$ cat src/rtl/scan_tap_pkg.sv
package scan_tap_pkg;

    localparam int IR_W = 4;

    typedef enum logic [3:0] {
        ST_RESET,
        ST_IDLE,
        ST_DR_SEL,
        ST_DR_CAP,
        ST_DR_SHIFT,
        ST_DR_EXIT1,
        ST_DR_PAUSE,
        ST_DR_EXIT2,
        ST_DR_UPD,
        ST_IR_SEL,
        ST_IR_CAP,
        ST_IR_SHIFT,
        ST_IR_EXIT1,
        ST_IR_PAUSE,
        ST_IR_EXIT2,
        ST_IR_UPD
    } tap_state_t;

    typedef enum logic [1:0] {
        PATH_BYPASS,
        PATH_IDENT,
        PATH_CHAIN
    } dr_path_t;

    localparam logic [IR_W-1:0] OP_SAMPLE  = 4'h1;
    localparam logic [IR_W-1:0] OP_IDENT   = 4'h2;
    localparam logic [IR_W-1:0] OP_FLOAT   = 4'h3;
    localparam logic [IR_W-1:0] OP_BYPASS  = 4'hF;
    localparam logic [IR_W-1:0] IR_CAPTURE = 4'b0001;

endpackage

$ cat src/rtl/tap_fsm.sv
module tap_fsm
    import scan_tap_pkg::*;
(
    input  logic tck,
    input  logic trst_n,
    input  logic tms,
    output logic in_reset,
    output logic ir_cap,
    output logic ir_shift,
    output logic ir_upd,
    output logic dr_cap,
    output logic dr_shift,
    output logic dr_upd
);

    tap_state_t state_q, state_d;

    always_ff @(posedge tck or negedge trst_n) begin
        if (!trst_n) state_q <= ST_RESET;
        else         state_q <= state_d;
    end

    always_comb begin
        state_d = state_q;
        unique case (state_q)
            ST_RESET:    state_d = tms ? ST_RESET    : ST_IDLE;
            ST_IDLE:     state_d = tms ? ST_DR_SEL   : ST_IDLE;
            ST_DR_SEL:   state_d = tms ? ST_IR_SEL   : ST_DR_CAP;
            ST_DR_CAP:   state_d = tms ? ST_DR_EXIT1 : ST_DR_SHIFT;
            ST_DR_SHIFT: state_d = tms ? ST_DR_EXIT1 : ST_DR_SHIFT;
            ST_DR_EXIT1: state_d = tms ? ST_DR_UPD   : ST_DR_PAUSE;
            ST_DR_PAUSE: state_d = tms ? ST_DR_EXIT2 : ST_DR_PAUSE;
            ST_DR_EXIT2: state_d = tms ? ST_DR_UPD   : ST_DR_SHIFT;
            ST_DR_UPD:   state_d = tms ? ST_DR_SEL   : ST_IDLE;
            ST_IR_SEL:   state_d = tms ? ST_RESET    : ST_IR_CAP;
            ST_IR_CAP:   state_d = tms ? ST_IR_EXIT1 : ST_IR_SHIFT;
            ST_IR_SHIFT: state_d = tms ? ST_IR_EXIT1 : ST_IR_SHIFT;
            ST_IR_EXIT1: state_d = tms ? ST_IR_UPD   : ST_IR_PAUSE;
            ST_IR_PAUSE: state_d = tms ? ST_IR_EXIT2 : ST_IR_PAUSE;
            ST_IR_EXIT2: state_d = tms ? ST_IR_UPD   : ST_IR_SHIFT;
            ST_IR_UPD:   state_d = tms ? ST_DR_SEL   : ST_IDLE;
        endcase
    end

    always_comb begin
        in_reset = (state_q == ST_RESET);
        ir_cap   = (state_q == ST_IR_CAP);
        ir_shift = (state_q == ST_IR_SHIFT);
        ir_upd   = (state_q == ST_IR_UPD);
        dr_cap   = (state_q == ST_DR_CAP);
        dr_shift = (state_q == ST_DR_SHIFT);
        dr_upd   = (state_q == ST_DR_UPD);
    end

    // count of consecutive mode-select-high edges, saturating at five
    logic [2:0] hi_run_q;
    always_ff @(posedge tck or negedge trst_n) begin
        if (!trst_n)             hi_run_q <= 3'd0;
        else if (!tms)           hi_run_q <= 3'd0;
        else if (hi_run_q != 3'd5) hi_run_q <= hi_run_q + 3'd1;
    end

    assert_five_high_reset_R3: assert property (@(posedge tck) disable iff (!trst_n)
        (hi_run_q == 3'd5) |-> (state_q == ST_RESET));

    assert_pause_resume_R4: assert property (@(posedge tck) disable iff (!trst_n)
        (state_q == ST_DR_EXIT2 && !tms) |=> (state_q == ST_DR_SHIFT));

    assert_capture_to_shift_R4: assert property (@(posedge tck) disable iff (!trst_n)
        (state_q == ST_IR_CAP && !tms) |=> (state_q == ST_IR_SHIFT));

endmodule

$ cat src/rtl/tap_ir.sv
module tap_ir
    import scan_tap_pkg::*;
(
    input  logic     tck,
    input  logic     trst_n,
    input  logic     tdi,
    input  logic     in_reset,
    input  logic     cap,
    input  logic     shift,
    input  logic     upd,
    output logic     ir_so,
    output dr_path_t path,
    output logic     float_pins
);

    logic [IR_W-1:0] stage_q;
    logic [IR_W-1:0] active_q;
    logic [IR_W-1:0] op_eff;

    always_ff @(posedge tck or negedge trst_n) begin
        if (!trst_n) begin
            stage_q  <= IR_CAPTURE;
            active_q <= OP_IDENT;
        end else begin
            if (in_reset) active_q <= OP_IDENT;
            else if (upd) active_q <= stage_q;
            if (cap)        stage_q <= IR_CAPTURE;
            else if (shift) stage_q <= {tdi, stage_q[IR_W-1:1]};
        end
    end

    assign ir_so  = stage_q[0];
    assign op_eff = in_reset ? OP_IDENT : active_q;

    always_comb begin
        path       = PATH_BYPASS;
        float_pins = 1'b0;
        case (op_eff)
            OP_IDENT:  path = PATH_IDENT;
            OP_SAMPLE: path = PATH_CHAIN;
            OP_FLOAT:  float_pins = 1'b1;
            default:   path = PATH_BYPASS;
        endcase
    end

    assert_capture_pattern_R5: assert property (@(posedge tck) disable iff (!trst_n)
        cap |=> (stage_q == IR_CAPTURE));

    assert_active_holds_R6: assert property (@(posedge tck) disable iff (!trst_n)
        (!upd && !in_reset) |=> $stable(active_q));

endmodule

$ cat src/rtl/tap_dr.sv
module tap_dr
    import scan_tap_pkg::*;
#(
    parameter int              ID_W    = 32,
    parameter logic [ID_W-1:0] ID_WORD = '0
) (
    input  logic     tck,
    input  logic     trst_n,
    input  logic     tdi,
    input  logic     cap,
    input  logic     shift,
    input  dr_path_t path,
    input  logic     chain_so,
    output logic     dr_so
);

    logic            byp_q;
    logic [ID_W-1:0] id_q;

    always_ff @(posedge tck or negedge trst_n) begin
        if (!trst_n) begin
            byp_q <= 1'b0;
            id_q  <= ID_WORD;
        end else begin
            if (path == PATH_BYPASS) begin
                if (cap)        byp_q <= 1'b0;
                else if (shift) byp_q <= tdi;
            end
            if (path == PATH_IDENT) begin
                if (cap)        id_q <= ID_WORD;
                else if (shift) id_q <= {tdi, id_q[ID_W-1:1]};
            end
        end
    end

    always_comb begin
        unique case (path)
            PATH_IDENT: dr_so = id_q[0];
            PATH_CHAIN: dr_so = chain_so;
            default:    dr_so = byp_q;
        endcase
    end

    assert_bypass_zero_R7: assert property (@(posedge tck) disable iff (!trst_n)
        (cap && path == PATH_BYPASS) |=> (byp_q == 1'b0));

    assert_ident_capture_R2: assert property (@(posedge tck) disable iff (!trst_n)
        (cap && path == PATH_IDENT) |=> (id_q == ID_WORD));

endmodule

$ cat src/rtl/scan_tap.sv
module scan_tap
    import scan_tap_pkg::*;
#(
    parameter logic [3:0]  VERSION = 4'h0,
    parameter logic [15:0] PART    = 16'h04A9,
    parameter logic [10:0] MAKER   = 11'h033
) (
    input  logic tck,
    input  logic trst_n,
    input  logic tms,
    input  logic tdi,
    output logic tdo,
    output logic tdo_en,
    output logic pin_disable,
    output logic chain_si,
    input  logic chain_so,
    output logic chain_capture,
    output logic chain_shift,
    output logic chain_update
);

    localparam int              ID_W    = 32;
    localparam logic [ID_W-1:0] ID_WORD = {VERSION, PART, MAKER, 1'b1};

    logic     in_reset, ir_cap, ir_shift, ir_upd, dr_cap, dr_shift, dr_upd;
    logic     ir_so, dr_so, float_pins;
    dr_path_t path;

    tap_fsm u_fsm (
        .tck      (tck),
        .trst_n   (trst_n),
        .tms      (tms),
        .in_reset (in_reset),
        .ir_cap   (ir_cap),
        .ir_shift (ir_shift),
        .ir_upd   (ir_upd),
        .dr_cap   (dr_cap),
        .dr_shift (dr_shift),
        .dr_upd   (dr_upd)
    );

    tap_ir u_ir (
        .tck        (tck),
        .trst_n     (trst_n),
        .tdi        (tdi),
        .in_reset   (in_reset),
        .cap        (ir_cap),
        .shift      (ir_shift),
        .upd        (ir_upd),
        .ir_so      (ir_so),
        .path       (path),
        .float_pins (float_pins)
    );

    tap_dr #(.ID_W(ID_W), .ID_WORD(ID_WORD)) u_dr (
        .tck      (tck),
        .trst_n   (trst_n),
        .tdi      (tdi),
        .cap      (dr_cap),
        .shift    (dr_shift),
        .path     (path),
        .chain_so (chain_so),
        .dr_so    (dr_so)
    );

    assign pin_disable   = float_pins;
    assign chain_si      = tdi;
    assign chain_capture = dr_cap   && (path == PATH_CHAIN);
    assign chain_shift   = dr_shift && (path == PATH_CHAIN);
    assign chain_update  = dr_upd   && (path == PATH_CHAIN);

    always_ff @(negedge tck or negedge trst_n) begin
        if (!trst_n) begin
            tdo    <= 1'b0;
            tdo_en <= 1'b0;
        end else begin
            tdo_en <= ir_shift || dr_shift;
            tdo    <= ir_shift ? ir_so : dr_so;
        end
    end

    assert_enable_in_shift_R11: assert property (@(posedge tck) disable iff (!trst_n)
        tdo_en == (ir_shift || dr_shift));

    assert_float_needs_bypass_R8: assert property (@(posedge tck) disable iff (!trst_n)
        pin_disable |-> !(chain_capture || chain_shift || chain_update));

endmodule

$ cat config.mk
export PLATFORM = sky130hd
export DESIGN_NAME = scan_tap
export DESIGN_NICKNAME = d
export VERILOG_FILES = /design/src/rtl/scan_tap_pkg.sv /design/src/rtl/tap_fsm.sv /design/src/rtl/tap_ir.sv /design/src/rtl/tap_dr.sv /design/src/rtl/scan_tap.sv
export SDC_FILE = /design/constraint.sdc
export NUM_CORES = 1
export LEC_CHECK = 0
export ABC_AREA = 0
export BUFFER_PORTS_ARGS = -buffer_cell sky130_fd_sc_hd__buf_2
export CAP_MARGIN = 10
export CORE_UTILIZATION = 45
export DETAILED_ROUTE_END_ITERATION = 8
export GPL_ROUTABILITY_DRIVEN = 0
export GPL_TIMING_DRIVEN = 1
export HOLD_SLACK_MARGIN = 0.1
export PLACE_DENSITY_LB_ADDON = 0.1
export SLEW_MARGIN = 20
export SYNTH_ARGS = -nofsm -noshare
export SYNTH_HDL_FRONTEND = slang
export SYNTH_SLANG_ARGS = --single-unit
$ cat constraint.sdc
create_clock -name tck -period 3.1 [get_ports tck]
set_clock_uncertainty 0.05 [all_clocks]
set_input_delay 0 -clock tck [delete_from_list [all_inputs] [get_ports tck]]
set_output_delay 0 -clock tck [all_outputs]
set_load 0.03 [all_outputs]
==> out/summary.md <==
* **max-slew violation count** 0
* **Yosys reg bits** 47
* **Crit Path Max Fanout** 3
* **Logic pwr share** 40.8%
* **total global routing overflow** 0
* **number of hold-slack violations in the final timing report** 0
* **cell depth of the worst flop-to-flop path** 7
* **number of buffers created by CTS** 5
* **number of antenna violations at the first check in global routing** 0
* **CTS sink cnt** 47
* **cell internal power dissipation** 0.00151 W
* **post-synthesis instance area** 2160 sq um
* **DR iter-0 viols** 92
* **number of gates given a new drive strength after cts** 0
* **Final #Nets** 208
* **fraction of layout instances using a drive strength above 1** 29.4%
* **depth of the CTS H-tree** 2
* **clock tree root buffer cell** sky130_fd_sc_hd__clkbuf_8
* **Max transition margin** 38.8%
* **detailed-route wire length per cell** 16.9 um
* **Worst Path Class, Setup** reg -> reg
* **utilization after layout** 54.9%
* **antenna viol nets, final** 0
* **Non-Filler Cell Area, Final** 2460 sq um
* **reg-to-reg slack, setup** -0.50 ns
* **Worst Setup Slack, final** -0.500 ns
* **RR Startpoint** u_fsm.state_q[2]
* **Clock Power Share** 17.2%
* **count of flip-flops with a built-in enable after synthesis** 0
* **share of synthesized area occupied by flip-flops and latches** 55.0%
* **instance count of the mapped netlist** 179
* **maximum number of pins on one net before global-route repair** 32
* **Slew @ Worst Pin** 0.917 ns
* **number of maximum-capacitance constraint violations** 0
* **Synth Area per Inst** 12.1 sq um
* **power density of the placed cells** 963 nW/um^2
* **clock tree from TritonCTS** yes
* **static leakage** 1.13 nW
* **Clock Latency Late Sink** 0.30 ns
* **Post-DP HPWL** 2880 um
* **layout overhead on the synthesized area** 13.5%
* **global-route wire length before repair** 7010 um
* **number of vias per cell** 5.84
* **critical path launch point type** flip-flop
* **number of distinct standard cells referenced by the synthesized netlist** 51
* **IO Port Bufs** 11
* **share of synthesized registers carrying an async set or reset** 100%
* **RSZ-0062 raised after global routing** yes
* **via total after detailed routing** 1478
* **Core Area** 4470 sq um
* **violated checks** DRC, setup timing
* **standard-cell row count** 24
* **Die Span X** 71.4 um
* **overall routed net length** 4290 um
* **run status** complete, but fails checks
* **largest cells by area after synthesis** sky130_fd_sc_hd__dfrtp_1 (38%), sky130_fd_sc_hd__dfstp_2 (15%), sky130_fd_sc_hd__a22o_1 (8.9%), sky130_fd_sc_hd__o22a_1 (4.0%), sky130_fd_sc_hd__dfrtn_1 (2.3%)
* **Post-synth top flop** sky130_fd_sc_hd__dfrtp_1
* **Die Y-Extent** 71.4 um
* **count of endpoints failing setup in the final report** 1
* **required time at the worst-slack endpoint** 1.66 ns
* **total nets after synthesis** 187
* **portion of synthesized cell area occupied by the leading cell type** 38.2%
* **Flop pwr share** 42.0%
* **buffer levels on the longest clock path** 2
* **Sw Ratio** 36.2%
* **Max rail drop VDD** 0.598 mV
* **CP Data Arrival Time** 2.16 ns
* **warning count from the yosys run** 0
* **Clock transition at path regs** 0.09 ns
* **I/O pin total** 12
* **number of iterations in the first detailed-routing pass** 6
* **class of the most critical hold timing path** in -> async
* **Critical Path End Type** flip-flop
* **number of global-route vias before repair** 1465
* **starting density of the core** 48.4%
* **placed standard-cell area** 2310 sq um
* **largest area contributor in the netlist** sky130_fd_sc_hd__dfrtp_1
* **total routing resource utilization after global routing** 18.2%
* **Reg-to-Reg End** tdo
* **die area** 5090 sq um
* **switching power of the nets** 0.000857 W
* **number of antenna diodes** 0
* **remaining routing DRC violations** 1
## synth_stat cells, drive strengths merged, types with 3 or more instances
cell type and n:
a21o 3, a21oi 7, a22o 22, and2 4, and3 3, buf 14
dfrtp 33, dfstp 12, ha 3, inv 6, nand2 8, nand3 4
nor2 6, o21ai 7, o22a 10, o22ai 3
## flip-flops by register name, summed over array words and instances (netlist names)
name and flops:
u_fsm.state_q 4, u_ir.stage_q 4, u_dr.byp_q 1, tdo_en 1, u_dr.id_q 32, u_ir.active_q 4
tdo 1
## routing by layer
metal  routed length (um)  up-vias  global-route usage, %
met5                    0        -                      0
met4                   20        0                   5.33
met3                  169        2                   5.06
met2                 2140       28                   30.5
met1                 1960      739                   23.1
li1                     -      709                      -
## worst max-delay path by stage
stage | startpoint | to | cells past startpoint
6_report | u_fsm.state_q[2] | tdo | 7
5_1_grt | u_fsm.state_q[2] | tdo | 7
4_1_cts | u_fsm.state_q[3] | tdo | 7
3_5_place_dp | u_fsm.state_q[2] | tdo | 7
3_3_place_gp | u_fsm.state_q[2] | tdo | 7
2_1_floorplan | u_fsm.state_q[2] | tdo | 8
## stage by stage
| stage | instances | power [W] | TNS, ns | worst slack [ns] | hold WS (ns) |
|---|---|---|---|---|---|
| floorplan | 179 | 0.00177 | -0.534 | -0.534 | -0.346 |
| global placement | 240 | 0.00190 | -0.429 | -0.429 | -0.112 |
| detailed placement | 240 | 0.00194 | -0.498 | -0.498 | -0.107 |
| CTS | 251 | 0.00236 | -0.504 | -0.504 | 0.127 |
| global route | 253 | 0.00252 | -0.551 | -0.551 | 0.138 |
| finish | 253 | 0.00237 | -0.500 | -0.500 | 0.133 |
## layout by cell type (no fill, tap or decap), drive strengths merged, types with 3 or more instances in the layout
| cell type | instances |
|---|---|
| dfrtp | 33 |
| buf | 25 |
| a22o | 22 |
| dfstp | 12 |
| o22a | 10 |
| nand2 | 8 |
| a21oi | 7 |
| clkbuf | 7 |
| o21ai | 7 |
| nor2 | 6 |
| inv | 6 |
| nand3 | 4 |
| and2 | 4 |
| and3 | 3 |
| a21o | 3 |
| o22ai | 3 |
| dlygate4sd3 | 3 |
| ha | 3 |
## repair_timing
action,CTS,global route
buffers inserted,0,2
pin swaps,1,2
hold endpoints to repair,42,0
cloned,0,0
hold buffers,3,0
endpoints found under the setup margin,1,1
## logic make-up after synthesis
kind of cell | after synthesis | synth area share, %
xor gates and xnor gates | 1 | 0.405
AOI/OAI and AO/OA | 65 | 23.6
adders and majority gates | 3 | 1.73
buffers and inverters | 20 | 5.90
DFF | 47 | 55.0
and+or+nand+nor | 43 | 13.3
## power groups by stage
stage                     Clock (W)  Sequential (W)  Combinational (W)
after floorplan                   0         0.00101           0.000762
after global placement            0        0.000995           0.000904
after detailed placement          0         0.00100           0.000940
after CTS                  0.000419        0.000994           0.000949
after global routing       0.000441         0.00102            0.00106
final                      0.000408        0.000995           0.000965
## critical path, stage by stage (launching register included)
cell and delay [ns]:
sky130_fd_sc_hd__dfrtp_1 0.39, sky130_fd_sc_hd__or4_4 0.58, sky130_fd_sc_hd__o41ai_4 0.09, sky130_fd_sc_hd__inv_2 0.10, sky130_fd_sc_hd__ha_4 0.17, sky130_fd_sc_hd__a221oi_2 0.22, sky130_fd_sc_hd__a221oi_1 0.08, sky130_fd_sc_hd__a31o_2 0.22
## area by class of cell
cell class	count	area, sq um
Multi-Input combinational cell	112	885
Sequential cell	47	1190
Clock inverter	1	7.51
Inverter	6	22.5
Fill cell	380	2020
Tap cell	52	65.1
Clock buffer	7	96.3
Timing Repair Buffer	28	190
(Power assumes the default switching activity.)
